### src/rtl/adc_fifo_pkg.sv
package adc_fifo_pkg;
  localparam int RES_W     = 20;
  localparam int SLOT_W    = 3;
  localparam int CNT_F_W   = 8;
  localparam int WORD_W    = 32;
  localparam int CNT_LSB   = RES_W;
  localparam int SLOT_LSB  = CNT_LSB + CNT_F_W;
  localparam int N_COND    = 2;

  typedef struct packed {
    logic [SLOT_W-1:0] slot;
    logic [RES_W-1:0]  data;
  } entry_t;

  function automatic logic [WORD_W-1:0] pack_word(entry_t e, logic [CNT_F_W-1:0] cnt,
                                                  logic strip);
    logic [WORD_W-1:0] w;
    w = '0;
    w[RES_W-1:0] = e.data;
    if (!strip) begin
      w[CNT_LSB +: CNT_F_W] = cnt;
      w[SLOT_LSB +: SLOT_W] = e.slot;
    end
    return w;
  endfunction
endpackage

### src/rtl/fifo_store.sv
module fifo_store import adc_fifo_pkg::*; #(
  parameter int DEPTH = 16,
  localparam int CNT_W = $clog2(DEPTH + 1),
  localparam int PTR_W = (DEPTH > 1) ? $clog2(DEPTH) : 1
) (
  input  logic             clk_i,
  input  logic             rst_ni,
  input  logic             push_i,
  input  logic             pop_i,
  input  entry_t           entry_i,
  output entry_t           head_o,
  output logic [CNT_W-1:0] count_o,
  output logic             full_o,
  output logic             empty_o
);
  entry_t           mem_q [DEPTH];
  logic [PTR_W-1:0] wr_ptr_q, rd_ptr_q;
  logic [CNT_W-1:0] cnt_q;
  logic             do_push, do_pop;

  assign full_o  = (cnt_q == CNT_W'(DEPTH));
  assign empty_o = (cnt_q == '0);
  assign do_push = push_i && !full_o;
  assign do_pop  = pop_i && !empty_o;

  function automatic logic [PTR_W-1:0] bump(logic [PTR_W-1:0] p);
    return (p == PTR_W'(DEPTH - 1)) ? '0 : p + PTR_W'(1);
  endfunction

  always_ff @(posedge clk_i or negedge rst_ni) begin
    if (!rst_ni) begin
      wr_ptr_q <= '0;
      rd_ptr_q <= '0;
      cnt_q    <= '0;
    end else begin
      if (do_push) wr_ptr_q <= bump(wr_ptr_q);
      if (do_pop)  rd_ptr_q <= bump(rd_ptr_q);
      case ({do_push, do_pop})
        2'b10:   cnt_q <= cnt_q + CNT_W'(1);
        2'b01:   cnt_q <= cnt_q - CNT_W'(1);
        default: cnt_q <= cnt_q;
      endcase
    end
  end

  always_ff @(posedge clk_i) begin
    if (do_push) mem_q[wr_ptr_q] <= entry_i;
  end

  assign head_o  = mem_q[rd_ptr_q];
  assign count_o = cnt_q;
endmodule

### src/rtl/fifo_read_view.sv
module fifo_read_view import adc_fifo_pkg::*; #(
  parameter int CNT_W = 5
) (
  input  entry_t            head_i,
  input  logic [CNT_W-1:0]  count_i,
  input  logic              empty_i,
  input  logic              rd_en_i,
  input  logic              rd_addr_i,
  input  logic              destr_en_i,
  input  logic              dma_pop_i,
  input  logic              dma_mask_i,
  output logic [WORD_W-1:0] rd_word_o,
  output logic [WORD_W-1:0] dma_word_o,
  output logic              pop_o
);
  logic [CNT_F_W-1:0] cnt_f;

  assign cnt_f = CNT_F_W'(count_i);

  // view 1 consumes only when destructive reads are allowed
  assign pop_o = (rd_en_i && rd_addr_i && destr_en_i) || dma_pop_i;

  always_comb begin
    if (empty_i) begin
      rd_word_o  = '0;
      dma_word_o = '0;
    end else begin
      rd_word_o  = pack_word(head_i, cnt_f, 1'b0);
      dma_word_o = pack_word(head_i, cnt_f, dma_mask_i);
    end
  end
endmodule

### src/rtl/fifo_fill_trig.sv
module fifo_fill_trig import adc_fifo_pkg::*; #(
  parameter int DEPTH = 16,
  localparam int CNT_W = $clog2(DEPTH + 1),
  localparam int THR_75 = (DEPTH * 3) / 4
) (
  input  logic              clk_i,
  input  logic              rst_ni,
  input  logic [CNT_W-1:0]  count_i,
  input  logic [N_COND-1:0] trig_en_i,
  input  logic [N_COND-1:0] stat_clr_i,
  input  logic              wr_drop_i,
  input  logic              ovf_clr_i,
  output logic              fill75_o,
  output logic              full_o,
  output logic [N_COND-1:0] req_o,
  output logic [N_COND-1:0] stat_o,
  output logic              ovf_o
);
  logic [N_COND-1:0] cond;
  logic [N_COND-1:0] stat_q;
  logic              ovf_q;

  assign fill75_o = (count_i >= CNT_W'(THR_75));
  assign full_o   = (count_i == CNT_W'(DEPTH));
  assign cond     = {full_o, fill75_o};

  for (genvar g = 0; g < N_COND; g++) begin : g_cond
    assign req_o[g] = trig_en_i[g] && cond[g];
    always_ff @(posedge clk_i or negedge rst_ni) begin
      if (!rst_ni) stat_q[g] <= 1'b0;
      else         stat_q[g] <= (stat_q[g] && !stat_clr_i[g]) || req_o[g];
    end
  end

  always_ff @(posedge clk_i or negedge rst_ni) begin
    if (!rst_ni) ovf_q <= 1'b0;
    else         ovf_q <= (ovf_q && !ovf_clr_i) || wr_drop_i;
  end

  assign stat_o = stat_q;
  assign ovf_o  = ovf_q;
endmodule

### src/rtl/adc_result_fifo.sv
module adc_result_fifo import adc_fifo_pkg::*; #(
  parameter int DEPTH = 16,
  localparam int CNT_W = $clog2(DEPTH + 1)
) (
  input  logic              clk_i,
  input  logic              rst_ni,
  input  logic              wr_valid_i,
  input  logic [RES_W-1:0]  wr_data_i,
  input  logic [SLOT_W-1:0] wr_slot_i,
  input  logic              rd_en_i,
  input  logic              rd_addr_i,
  input  logic              destr_en_i,
  input  logic              dma_pop_i,
  input  logic              dma_mask_i,
  input  logic [N_COND-1:0] trig_en_i,
  input  logic [N_COND-1:0] stat_clr_i,
  input  logic              ovf_clr_i,
  output logic [WORD_W-1:0] rd_word_o,
  output logic [WORD_W-1:0] dma_word_o,
  output logic [CNT_W-1:0]  count_o,
  output logic              fill75_o,
  output logic              full_o,
  output logic [N_COND-1:0] dma_req_o,
  output logic [N_COND-1:0] dma_stat_o,
  output logic              ovf_o
);
  entry_t           wr_entry, head;
  logic [CNT_W-1:0] cnt;
  logic             st_full, st_empty, pop;

  assign wr_entry = '{slot: wr_slot_i, data: wr_data_i};

  fifo_store #(.DEPTH(DEPTH)) u_store (
    .clk_i   (clk_i),
    .rst_ni  (rst_ni),
    .push_i  (wr_valid_i),
    .pop_i   (pop),
    .entry_i (wr_entry),
    .head_o  (head),
    .count_o (cnt),
    .full_o  (st_full),
    .empty_o (st_empty)
  );

  fifo_read_view #(.CNT_W(CNT_W)) u_view (
    .head_i     (head),
    .count_i    (cnt),
    .empty_i    (st_empty),
    .rd_en_i    (rd_en_i),
    .rd_addr_i  (rd_addr_i),
    .destr_en_i (destr_en_i),
    .dma_pop_i  (dma_pop_i),
    .dma_mask_i (dma_mask_i),
    .rd_word_o  (rd_word_o),
    .dma_word_o (dma_word_o),
    .pop_o      (pop)
  );

  fifo_fill_trig #(.DEPTH(DEPTH)) u_trig (
    .clk_i      (clk_i),
    .rst_ni     (rst_ni),
    .count_i    (cnt),
    .trig_en_i  (trig_en_i),
    .stat_clr_i (stat_clr_i),
    .wr_drop_i  (wr_valid_i && st_full),
    .ovf_clr_i  (ovf_clr_i),
    .fill75_o   (fill75_o),
    .full_o     (full_o),
    .req_o      (dma_req_o),
    .stat_o     (dma_stat_o),
    .ovf_o      (ovf_o)
  );

  assign count_o = cnt;
endmodule

### config.mk
export PLATFORM = sky130hd
export DESIGN_NAME = adc_result_fifo
export DESIGN_NICKNAME = d
export VERILOG_FILES = /design/src/rtl/adc_fifo_pkg.sv /design/src/rtl/fifo_store.sv /design/src/rtl/fifo_read_view.sv /design/src/rtl/fifo_fill_trig.sv /design/src/rtl/adc_result_fifo.sv
export SDC_FILE = /design/constraint.sdc
export NUM_CORES = 1
export LEC_CHECK = 0
export CAP_MARGIN = 0
export CORE_MARGIN = 10
export CORE_UTILIZATION = 53
export DETAILED_ROUTE_END_ITERATION = 12
export PLACE_DENSITY = 0.83
export SLEW_MARGIN = 10
export SYNTH_ARGS = -nofsm -noshare
export SYNTH_HDL_FRONTEND = slang
export SYNTH_SLANG_ARGS = --single-unit
### constraint.sdc
create_clock -name clk_i -period 3.1 [get_ports clk_i]
set_input_delay 0.31 -clock clk_i [delete_from_list [all_inputs] [get_ports clk_i]]
set_output_delay 0.31 -clock clk_i [all_outputs]
set_load 0.01 [all_outputs]
=== Yosys cells after proc, flatten, opt, wreduce, memory -nomap -nowiden ===
Memories as Yosys holds them, arrays and structs flattened.
Index checks and enable logic that the tools add are counted.

* Register bits: 16
* Memory bits (writable): 368
* Input port bits: 36
* Output and inout port bits: 76
* Word-level logic and storage cells: 46
* Memories: 1

{| class="wikitable"
|+ Memory list
! name !! words !! width !! rd ports !! clocked after memory_dff !! write ports !! RTL line !! RTL
|-
| u_store.mem_q || 16 || 23 || 1 || 0 || 1 || fifo_store.sv:16 || <nowiki>entry_t mem_q [DEPTH];</nowiki>
|}

* $add $sub $neg: 4
* Order comparisons: 1
* Equal/unequal tests: 5
* Muxes and demuxes: 8
* Reductions and logical operators: 21

{| class="wikitable"
|+ Operator list
! operator !! count
|-
| 31-bit 2-to-1 mux || 2
|-
| 11-bit 2-to-1 mux || 1
|-
| 1-bit logical AND || 10
|-
| 5-bit case mux with 2 select lines || 1
|-
| 4-bit by 1-bit adder with 4-bit output, second input constant || 2
|-
| 4-bit == test, second input constant || 2
|-
| 4-bit 2-to-1 mux || 2
|-
| 5-bit by 1-bit adder with 5-bit output, second input constant || 1
|-
| 5-bit == test, second input constant || 1
|-
| 5-bit by 4-bit greater-or-equal comparator with 1-bit output, second input constant || 1
|-
| 1-bit zero test || 5
|-
| 5-bit zero test || 1
|-
| 5-bit by 1-bit subtractor with 5-bit output, second input constant || 1
|-
| 1-bit logical OR || 4
|-
| 2-bit by 1-bit == test with 1-bit output, second input constant || 1
|-
| 2-bit == test, second input constant || 1
|-
| 1-bit 2-to-1 mux || 2
|-
| 2-bit nonzero test || 1
|}

=== Depth between registers and ports, before layout ===
* Depth after elaboration: 6
* Mapped depth: 13
* Depth with buffers taken out: 10

=== Cells and area by module ===
A second synthesis with hierarchy kept.

* Cell total of the unflattened synthesis: 799
* Area, all modules: 15588.7 um^2

{| class="wikitable"
|+ Modules (own cells, without submodules)
! module !! times used !! cells each !! area an instance (um^2) !! seq. area each (um^2)
|-
| fifo_store || 1 || 710 || 14884.3 || 11375.9
|-
| fifo_read_view || 1 || 70 || 543.0 || 0.0
|-
| fifo_fill_trig || 1 || 18 || 155.1 || 75.1
|-
| adc_result_fifo || 1 || 1 || 6.3 || 0.0
|}

=== Least setup slack after synthesis ===
No wires, ideal clock.

* Kind: register to register
* Start point: reg u_store.cnt_q[1], in the netlist u_store.count_o[1]
* End point: mem u_store.mem_q[0][0] (netlist bit), enable pin
* Library setup time: 0.432 ns
* Arrival time: 2.907 ns
* Slack: -0.239 ns
* Stages on the path, launching flop included: 7
* Clock period less this slack: 3.339 ns
* Cell sequence: dfrtp_1 buf_2 nor4_2 a21boi_0 clkbuf_1 nand2_1 nor3_1

* Longest elaborated chain between the ends: 5

{| class="wikitable"
|+ RTL lines
! what !! RTL line !! RTL
|-
| start: declaration || fifo_store.sv:18 || <nowiki>logic [CNT_W-1:0] cnt_q;</nowiki>
|-
| start signal: assignment || fifo_store.sv:39 || <nowiki>2'b10: cnt_q <= cnt_q + CNT_W'(1);</nowiki>
|-
| start signal: assignment || fifo_store.sv:40 || <nowiki>2'b01: cnt_q <= cnt_q - CNT_W'(1);</nowiki>
|-
| start signal: assignment || fifo_store.sv:41 || <nowiki>default: cnt_q <= cnt_q;</nowiki>
|-
| 5-bit == test || fifo_store.sv:21 || <nowiki>assign full_o = (cnt_q == CNT_W'(DEPTH));</nowiki>
|-
| 1-bit zero test || fifo_store.sv:23 || <nowiki>assign do_push = push_i && !full_o;</nowiki>
|-
| 1-bit logical AND || fifo_store.sv:23 ||
|-
| 1-bit 2-to-1 mux || fifo_store.sv:47 || <nowiki>if (do_push) mem_q[wr_ptr_q] <= entry_i;</nowiki>
|-
| 1-bit 2-to-1 mux (not written as such) || fifo_store.sv:47 ||
|-
| end: declaration || fifo_store.sv:16 ||
|}

No other way between the ends.

=== Worst setup path after layout ===
* Start point: reg u_store.rd_ptr_q[1]
* End point: out dma_word_o[7]

* Longest elaborated chain between the ends: 2

{| class="wikitable"
|+ RTL lines
! what !! RTL line !! RTL
|-
| start: declaration || fifo_store.sv:17 || <nowiki>logic [PTR_W-1:0] wr_ptr_q, rd_ptr_q;</nowiki>
|-
| start signal: assignment || fifo_store.sv:37 || <nowiki>if (do_pop) rd_ptr_q <= bump(rd_ptr_q);</nowiki>
|-
| memory 16 x 23 bit || -- ||
|-
| 31-bit 2-to-1 mux || fifo_read_view.sv:24 || <nowiki>if (empty_i) begin</nowiki>
|-
| end: declaration || adc_result_fifo.sv:19 || <nowiki>output logic [WORD_W-1:0] dma_word_o,</nowiki>
|}

No other way between the ends.

==> impl_metrics.json <==
{
  "die_h_um": 191.3,
  "final_nets": 953,
  "p_leak_nw": 6.463,
  "relSlewSlack_pct": 48.14,
  "synth_common_cells": "368 x edfxtp_1, 65 x mux4_2, 35 x buf_4, 27 x mux2_2, 27 x mux4_1",
  "seq_power_share_pct": 37.4,
  "gp_congestion": 0.8016,
  "arrival_ns": 2.75,
  "synth-edff-count": 368,
  "ctsHoldBuffers": 0,
  "yosysTopAreaCell": "edfxtp_1",
  "instances_no_fill": 1319,
  "cts_htree_levels": 2,
  "dp_hpwl_um": 19590,
  "layout_setup_ws_ns": 0.04298,
  "yosys.area_share.xor_xnor_pct": 0.3380,
  "synth_area_leaders": "edfxtp_1 71%, mux4_2 9.4%, mux4_1 4.6%",
  "synthArstFlopShare_pct": 4.167,
  "synth_fa_ha_area_share_pct": 0.7243,
  "via_per_inst": 5.993,
  "synth_cells": 754,
  "power_switching_share_pct": 29.76,
  "power.switching_mw": 5.221,
  "ios": 112,
  "initial_core_util_pct": 53.88,
  "p_int_mw": 12.33,
  "synth_ff_type": "edfxtp_1",
  "synth_top_cell_area_share_pct": 71.08,
  "cts.path.max_buffers": 3,
  "multi_input_area_mm2": 0.003705,
  "powerDensity_mw_per_mm2": 939.9,
  "synthMuxAreaShare_pct": 17.61,
  "fin_crit_ns": 3.057,
  "drtAntennaViolNets": 0,
  "finalClockSkew_ns": 0.01992,
  "synth.distinct_cells": 44,
  "clockRootBuffer": "clkbuf_16",
  "drc": 0,
  "dp_worst_setup_slack_ns": 0.1739,
  "drt_iter0_markers": 637,
  "io_buffers": 103,
  "cts_buffers": 38,
  "fp.dieArea_mm2": 0.03659,
  "synth_top_family_by_area": "multiplexers",
  "finalSetupViolations": 0,
  "netlist_area_mm2": 0.01555,
  "hold_viol": 0,
  "syn_area_per_cell_um2": 20.62,
  "seq_area_mm2": 0.01147,
  "crit_path_max_fanout": 6,
  "reg2reg_setup_slack_ns": 0.29,
  "firstDrtPassIters": 5,
  "synth_seq_cells": 384,
  "clk_pin_slew_ns": 0.06,
  "hold_class": "input pin to async pin",
  "nFillCells": 1851,
  "worstSkewPairLatency_ns": 0.52,
  "cts_tree": "yes",
  "end_kind": "output port",
  "rsz0062_at_grt": "yes",
  "yosysSeqAreaShare_pct": 73.65,
  "drv_cap": 0,
  "synth_compound_area_share_pct": 2.358,
  "path_class": "flop to output port",
  "yosysMostFrequentCell": "edfxtp_1",
  "required_ns": 2.79,
  "worst_slew_pin_slew_ns": 0.7755,
  "final_max_slew_viol_count": 0,
  "grt_pass1_wl_um": 50190,
  "track_usage_pct": 18.18,
  "rows": 62,
  "grt_max_degree": 31,
  "n_antenna_cell": 0,
  "pwr-share-clk_pct": 26.0,
  "cp-start-kind": "flop",
  "cts_sinks": 384,
  "die_w_um": 191.3,
  "syn_to_final_growth_pct": 20.09,
  "grt_pass1_vias": 8208,
  "core-area_mm2": 0.02886,
  "timing.final.crit_share_pct": 98.61,
  "antenna_found_initial": 0,
  "totalWireLength_um": 33150,
  "drive_gt1_share_pct": 26.84,
  "yosys.area_share.simple_pct": 2.012,
  "grt_overflow": 0,
  "place_inst": 1229,
  "synth_warnings": 0,
  "p_comb_share_pct": 36.6,
  "timing.fmax_mhz": 327.1,
  "post_drt_wl_per_cell_um": 25.13,
  "vias": 7905,
  "ir_worst_vdd_mv": 0.7696,
  "status": "finished, final reports clean"
}
==> cell families after synthesis <==
group	after synthesis
flip-flops	384
multiplexers	145
buffers and inverters	82
AND/OR/NAND/NOR	64
AO/OA/AOI/OAI	63
adder cells (fa/ha/maj)	9
XOR/XNOR	6
other	1
==> per-layer routing <==
metal | wire, um | up-vias | share of wire [%] | global-route usage (%)
li1 | - | 3366 | - | -
met1 | 12880 | 4100 | 39 | 23.09
met2 | 16860 | 379 | 51 | 31.05
met3 | 2550 | 60 | 7.7 | 3.535
met4 | 859 | 0 | 2.6 | 5.769
met5 | 0 | - | 0 | 0
==> sequential cells by signal, indices dropped and copies added, names as in the netlist <==
signal / count
u_store.mem_q: 368
u_store.count_o: 5
u_store.rd_ptr_q: 4
u_store.wr_ptr_q: 4
u_trig.stat_o: 2
u_trig.ovf_o: 1
==> critical path, cell delays in order (launching register included) <==
cell	delay, ns
dfrtp_4	0.48
buf_4	0.15
buf_4	0.15
mux4_1	0.56
mux2_2	0.29
o21ai_1	0.13
a21oi_1	0.12
dlygate4sd2_1	0.35
==> timing repair <==
item | in CTS | in global routing
endpoints found under the setup margin | 42 | 34
setup buffers | 14 | 9
resized for setup | 17 | 33
hold endpoints to repair | 0 | 0
==> layout make-up <==
cell class	count	area share [%]
clock inverters	20	1.233
repair buffers	181	9.389
well taps	384	2.573
inverters	8	0.1608
flip-flops and latches	384	61.41
multi-input cells	295	19.84
clock buffers	47	5.388
==> power by group through the flow <==
stage               clock network (mW)  registers (mW)  logic (mW)
floorplan                            0            6.47        4.16
global placement                     0            6.75        6.08
detailed placement                   0            6.79        6.22
CTS                               4.63            6.61        6.38
global route                      4.81            6.60        6.91
finish                            4.57            6.55        6.43
==> cells in the final DEF, fill, tap and decap left out, types with 8 or more instances in the layout <==
cell / count
clkdlybuf4s50_1: 65
buf_4: 69
edfxtp_1: 368
conb_1: 8
mux2i_1: 25
nor2_2: 12
mux4_1: 27
nand2_1: 14
mux4_2: 65
clkbuf_1: 8
o21ai_1: 16
dlymetal6s2s_1: 24
ha_1: 9
inv_1: 8
dfrtp_1: 12
clkbuf_16: 39
a21oi_1: 22
mux2_2: 27
dlygate4sd2_1: 14
==> through the flow <==
stage / hold slack [ns] / area (um^2) / TNS [ns] / util [%] / total power [mW]
2_1_floorplan: 0.01441 / 15590 / 0 / - / 10.63
3_3_place_gp: 0.4626 / 17160 / 0 / 59.47 / 12.83
3_5_place_dp: 0.4865 / 17160 / 0 / 59.47 / 13.00
4_1_cts: 0.2738 / 18500 / -1.645 / 64.09 / 17.62
5_1_grt: 0.2988 / 18670 / -0.06328 / 64.70 / 18.32
6_report: 0.2478 / 18670 / 0 / 64.70 / 17.55
==> worst paths after layout <==
path	start	to	depth (start not counted)
worst min-delay path	rst_ni	u_store.count_o[0]$_DFFE_PN0P_	1
min in group clk_i	stat_clr_i[0]	u_trig.stat_o[0]$_DFF_PN0_	3
worst max register to register	u_store.count_o[0]$_DFFE_PN0P_	u_store.count_o[4]$_DFFE_PN0P_	10
worst min register to register	u_trig.stat_o[0]$_DFF_PN0_	u_trig.stat_o[0]$_DFF_PN0_	1
max in group asynchronous	rst_ni	u_store.rd_ptr_q[3]$_DFFE_PN0P_	1
worst max-delay path	u_store.rd_ptr_q[1]$_DFFE_PN0P_	dma_word_o[7]	7
(Power assumes the default switching activity.)
